**config.mk**
```make
export PLATFORM = sky130hd
export DESIGN_NAME = pc_wrap_counter
export DESIGN_NICKNAME = d
export VERILOG_FILES = /design/src/rtl/pc_wrap_pkg.sv /design/src/rtl/pc_rst_sync.sv /design/src/rtl/pc_wrap_cfg.sv /design/src/rtl/pc_next_sel.sv /design/src/rtl/pc_next_mux.sv /design/src/rtl/pc_wrap_counter.sv
export SDC_FILE = /design/constraint.sdc
export NUM_CORES = 1
export LEC_CHECK = 0
export BUFFER_PORTS_ARGS = -buffer_cell sky130_fd_sc_hd__buf_2
export CORE_ASPECT_RATIO = 1.4
export CORE_UTILIZATION = 40
export CTS_BUF_LIST = sky130_fd_sc_hd__clkbuf_8
export DETAILED_ROUTE_END_ITERATION = 8
export MAX_ROUTING_LAYER = met4
export PLACE_DENSITY = 0.7
export SLEW_MARGIN = 10
export SYNTH_ARGS = -nofsm -noshare
export SYNTH_HDL_FRONTEND = slang
export SYNTH_SLANG_ARGS = --single-unit
```
**constraint.sdc**
```tcl
create_clock -name clk -period 0.8 [get_ports clk]
set_clock_uncertainty 0.05 [all_clocks]
set_input_delay 0.08 -clock clk [delete_from_list [all_inputs] [get_ports clk]]
set_output_delay 0.08 -clock clk [all_outputs]
set_load 0.03 [all_outputs]
```
**src/rtl/pc_wrap_pkg.sv**
```systemverilog
package pc_wrap_pkg;

  // Source chosen for the next address, in priority order.
  typedef enum logic [2:0] {
    SEL_RESTART = 3'd0,
    SEL_HOLD    = 3'd1,
    SEL_JUMP    = 3'd2,
    SEL_WRAP    = 3'd3,
    SEL_INC     = 3'd4
  } pc_sel_e;

endpackage

```
**src/rtl/pc_rst_sync.sv**
```systemverilog
module pc_rst_sync #(
  parameter int STAGES = 2
) (
  input  logic clk,
  input  logic rst_n,
  output logic rst_sync_n
);

  logic [STAGES-1:0] chain_q;

  // Stage 0 takes a constant one; later stages shift it along.
  generate
    for (genvar g = 0; g < STAGES; g++) begin : g_stage
      if (g == 0) begin : g_first
        always_ff @(posedge clk or negedge rst_n) begin
          if (!rst_n) chain_q[g] <= 1'b0;
          else        chain_q[g] <= 1'b1;
        end
      end else begin : g_rest
        always_ff @(posedge clk or negedge rst_n) begin
          if (!rst_n) chain_q[g] <= 1'b0;
          else        chain_q[g] <= chain_q[g-1];
        end
      end
    end
  endgenerate

  assign rst_sync_n = chain_q[STAGES-1];

endmodule

```
**src/rtl/pc_wrap_cfg.sv**
```systemverilog
module pc_wrap_cfg #(
  parameter int AW = 5
) (
  input  logic          clk,
  input  logic          rst_n,
  input  logic          we,
  input  logic [AW-1:0] top_d,
  input  logic [AW-1:0] bot_d,
  output logic [AW-1:0] top_q,
  output logic [AW-1:0] bot_q
);

  localparam logic [AW-1:0] TOP_RST = {AW{1'b1}};
  localparam logic [AW-1:0] BOT_RST = '0;

  logic [AW-1:0] top_nx;
  logic [AW-1:0] bot_nx;

  always_comb begin
    top_nx = top_q;
    bot_nx = bot_q;
    if (we) begin
      top_nx = top_d;
      bot_nx = bot_d;
    end
  end

  always_ff @(posedge clk or negedge rst_n) begin
    if (!rst_n) begin
      top_q <= TOP_RST;
      bot_q <= BOT_RST;
    end else if (we) begin
      top_q <= top_nx;
      bot_q <= bot_nx;
    end
  end

endmodule

```
**src/rtl/pc_next_sel.sv**
```systemverilog
module pc_next_sel
  import pc_wrap_pkg::*;
#(
  parameter int AW = 5
) (
  input  logic          restart,
  input  logic          stall,
  input  logic          jmp_take,
  input  logic [AW-1:0] pc_q,
  input  logic [AW-1:0] top_q,
  output pc_sel_e       sel
);

  always_comb begin
    if (restart)             sel = SEL_RESTART;
    else if (stall)          sel = SEL_HOLD;
    else if (jmp_take)       sel = SEL_JUMP;
    else if (pc_q == top_q)  sel = SEL_WRAP;
    else                     sel = SEL_INC;
  end

endmodule

```
**src/rtl/pc_next_mux.sv**
```systemverilog
module pc_next_mux
  import pc_wrap_pkg::*;
#(
  parameter int AW = 5
) (
  input  pc_sel_e       sel,
  input  logic [AW-1:0] pc_q,
  input  logic [AW-1:0] bot_q,
  input  logic [AW-1:0] jmp_tgt,
  output logic [AW-1:0] pc_nx,
  output logic          pc_en
);

  localparam logic [AW-1:0] ONE = {{(AW-1){1'b0}}, 1'b1};

  always_comb begin
    pc_en = 1'b1;
    unique case (sel)
      SEL_RESTART: pc_nx = bot_q;
      SEL_JUMP:    pc_nx = jmp_tgt;
      SEL_WRAP:    pc_nx = bot_q;
      SEL_INC:     pc_nx = pc_q + ONE;
      default: begin
        pc_nx = pc_q;
        pc_en = 1'b0;
      end
    endcase
  end

endmodule

```
**src/rtl/pc_wrap_counter.sv**
```systemverilog
module pc_wrap_counter
  import pc_wrap_pkg::*;
#(
  parameter int AW         = 5,
  parameter int SYNC_STAGE = 2
) (
  input  logic          clk,
  input  logic          rst_n,
  input  logic          restart,
  input  logic          stall,
  input  logic          jmp_take,
  input  logic [AW-1:0] jmp_tgt,
  input  logic          cfg_we,
  input  logic [AW-1:0] cfg_top,
  input  logic [AW-1:0] cfg_bot,
  output logic [AW-1:0] pc
);

  logic          rst_sync_n;
  logic [AW-1:0] top_q;
  logic [AW-1:0] bot_q;
  logic [AW-1:0] pc_q;
  logic [AW-1:0] pc_nx;
  logic          pc_en;
  pc_sel_e       sel;

  pc_rst_sync #(.STAGES(SYNC_STAGE)) u_rst_sync (
    .clk        (clk),
    .rst_n      (rst_n),
    .rst_sync_n (rst_sync_n)
  );

  pc_wrap_cfg #(.AW(AW)) u_cfg (
    .clk   (clk),
    .rst_n (rst_sync_n),
    .we    (cfg_we),
    .top_d (cfg_top),
    .bot_d (cfg_bot),
    .top_q (top_q),
    .bot_q (bot_q)
  );

  pc_next_sel #(.AW(AW)) u_sel (
    .restart  (restart),
    .stall    (stall),
    .jmp_take (jmp_take),
    .pc_q     (pc_q),
    .top_q    (top_q),
    .sel      (sel)
  );

  pc_next_mux #(.AW(AW)) u_mux (
    .sel     (sel),
    .pc_q    (pc_q),
    .bot_q   (bot_q),
    .jmp_tgt (jmp_tgt),
    .pc_nx   (pc_nx),
    .pc_en   (pc_en)
  );

  always_ff @(posedge clk or negedge rst_sync_n) begin
    if (!rst_sync_n)  pc_q <= '0;
    else if (pc_en)   pc_q <= pc_nx;
  end

  assign pc = pc_q;

endmodule

```
==> flow_summary.yaml <==
flow_run:
  drv_cap: 0
grt:
  antenna_found_initial: 0
  grt_max_degree: 16
  grt_use_total: 0.212
  grt_pass1_vias: 835
  met3_usage: 0.0307
  grt_pass1_wl_um: 3790
  met2_usage: 0.325
  grt_busiest_layer: "met2"
  grt_use_met1: 0.269
  overflow: 0
sta:
  setup_ws_ns: -0.845
  tns_ns: -5.88
  setup_viol: 17
  drv_slew: 0
  fmax_mhz: 608
  rsz0062_at_grt: "true"
  finalCritPeriodShare: 2.06
  fin_crit_ns: 1.64
  hold_viol: 0
place:
  place_ws_ns: -0.923
  gp_congestion: 0.838
  detailed_place_hpwl_um: 1640
  port_buffers: 25
routing:
  ant_nets: 0
  drt-initial-drc-count: 22
  route.detailed.drc: 0
  first_pass_iters: 4
  wl_per_cell_um: 15.1
  vias_per_cell: 5.43
  num_vias: 798
  totalWireLength_um: 2230
synth:
  netlist_area_um2: 918
  synth_top_cell_area_share: 0.327
  synth_nets: 104
  yosysTopAreaCell: "dfrtp_1"
  synth_area_leaders: "dfrtp_1 33%, dfstp_2 14%, mux2_2 12%"
  seq_area_frac_synth: 0.470
  synth_area_per_cell_um2: 11.2
  yosys_register_bits: 17
  yosysWarnings: 0
  synth_cell_types: 32
  synthCells: 82
power:
  power_per_cell_area_nw_per_um2: 1920
  finalPower_mw: 2.59
  vdd_drop_max_v: 0.00172
  p_leak_nw: 0.628
final_layout:
  fillCellCount: 182
  final_nets: 148
  final_cell_mix: "21 x buf_2, 11 x buf_6, 10 x buf_4"
  syn_to_final_growth_pct: 46.6
  diodes: 0
  final_layout_size_suffix_gt1_frac: 0.584
  layout_commonest_cell: "buf_2"
critical_path:
  crit_arrival_ns: 1.73
  timing.rr.start: "u_cfg.top_q[3]"
  cp_max_fo: 8
  rr_endpoint: "pc[0]"
  critPathLaunch: "u_cfg.top_q[3]"
  critPathLaunchType: "register"
  path_class: "register to register"
  endpoint: "pc[0]"
  r2r_cells: 5
  end_kind: "register"
  r2r_setup_slack_ns: -0.84
  required_ns: 0.89
die:
  die_w_um: 42.5
  start_util: 0.422
  die_h_um: 58.7
  ioPinCount: 26
  rows: 20
  dieArea_um2: 2490
  core_area_um2: 2180
cts:
  numCtsBuffers: 3
  cts_sinks: 17
  h-tree-depth: 1
  cts_tree: "built"
  clk_pin_slew_ns: 0.07
  clockRootBuffer: "clkbuf_8"
  clock_latency_ns: 0.25
  cts_buffer_depth: 2
status:
  violations: "negative setup slack"
  status: "complete, but fails checks"
worst_hold_path:
  min_path_type: "input port to register"
[what timing repair did]
item | in CTS | in global routing
buffers inserted | 1 | 2
pin swaps | 3 | 5
gates resized for setup | 17 | 6
hold buffers | 1 | 0
endpoints found under the hold margin | 2 | 0
endpoints found under the setup margin | 16 | 20
[stage by stage]
step                      hold slack [ns]  cells   util  area [µm²]
after detailed placement           -0.183    140  0.541        1180
after CTS                         0.00408    146  0.603        1310
final                             0.00281    147  0.618        1350
after floorplan                    -0.266     82      -         931
after global placement             -0.186    140  0.541        1180
after global routing              0.00129    147  0.618        1350
[metal layers]
layer  wire length (µm)  part of all wire  up-vias
li1                   -                 -      380
met1                967              0.43      392
met2               1140              0.51       20
met3                 58             0.026        6
met4                 63             0.028        0
met5                  0                 0        -
[power breakdown]
part,internal [mW],leakage [nW],switching (mW)
sequential,0.979,0.192,0.0995
combinational,0.464,0.410,0.400
clock,0.346,0.0255,0.300
total,1.79,0.628,0.799
[final cells by class]
class / count / area, µm² / area share
multi-input cells: 59 / 515 / 0.383
flip-flops and latches: 17 / 435 / 0.323
repair buffers: 43 / 314 / 0.233
clock buffers: 3 / 41.3 / 0.0307
well taps: 22 / 27.5 / 0.0204
inverters: 2 / 7.51 / 0.00558
clock inverters: 1 / 5.00 / 0.00372
[flip-flops by register name (all words and copies together) (netlist names)]
signal / count
pc: 5
u_cfg.top_q: 5
u_rst_sync.rst_sync_n: 1
u_cfg.bot_q: 5
u_rst_sync.chain_q: 1
[logic make-up after synthesis]
logic type	after synthesis	synth area share
buffers and inverters	6	0.0259
adders and majority gates	1	0.0136
other	1	0.00408
DFF	17	0.470
and+or+nand+nor	19	0.124
AOI/OAI and AO/OA	21	0.173
xor gates and xnor gates	7	0.0668
muxes	10	0.123
[critical path: stages (launching register included)]
cell     delay (ns)
dfstp_2        0.56
xor2_2         0.08
nor4_4         0.28
buf_6          0.17
o41ai_2        0.06
a221o_1        0.34
[worst min-delay path by stage]
stage                from               endpoint  cells after the start
3_3_place_gp        rst_n  u_rst_sync.chain_q[0]                      1
5_1_grt        cfg_top[3]         u_cfg.top_q[3]                      2
6_report       cfg_bot[4]         u_cfg.bot_q[4]                      2
4_1_cts        cfg_top[3]         u_cfg.top_q[3]                      2
2_1_floorplan       rst_n  u_rst_sync.chain_q[0]                      0
3_5_place_dp        rst_n  u_rst_sync.chain_q[0]                      1
[synthesized netlist by cell type]
master	count
dfstp_2	5
a221oi_1	1
xor2_1	4
clkbuf_1	3
or3_1	1
and3_2	1
nand2_1	4
and3_1	1
nand2b_1	1
and2_4	1
o41ai_1	1
nor3b_1	1
o32a_1	1
nor4_4	1
a21oi_1	4
a221o_1	3
nor2b_1	1
a21o_1	2
o21ai_0	3
nand3_1	2
dfrtp_1	12
nor2_1	5
buf_2	1
xnor2_1	3
a211oi_1	2
o221a_1	1
mux2_2	10
ha_1	1
conb_1	1
a41o_1	1
inv_1	2
a22oi_1	2
Power figures use the tool's default switching activity.
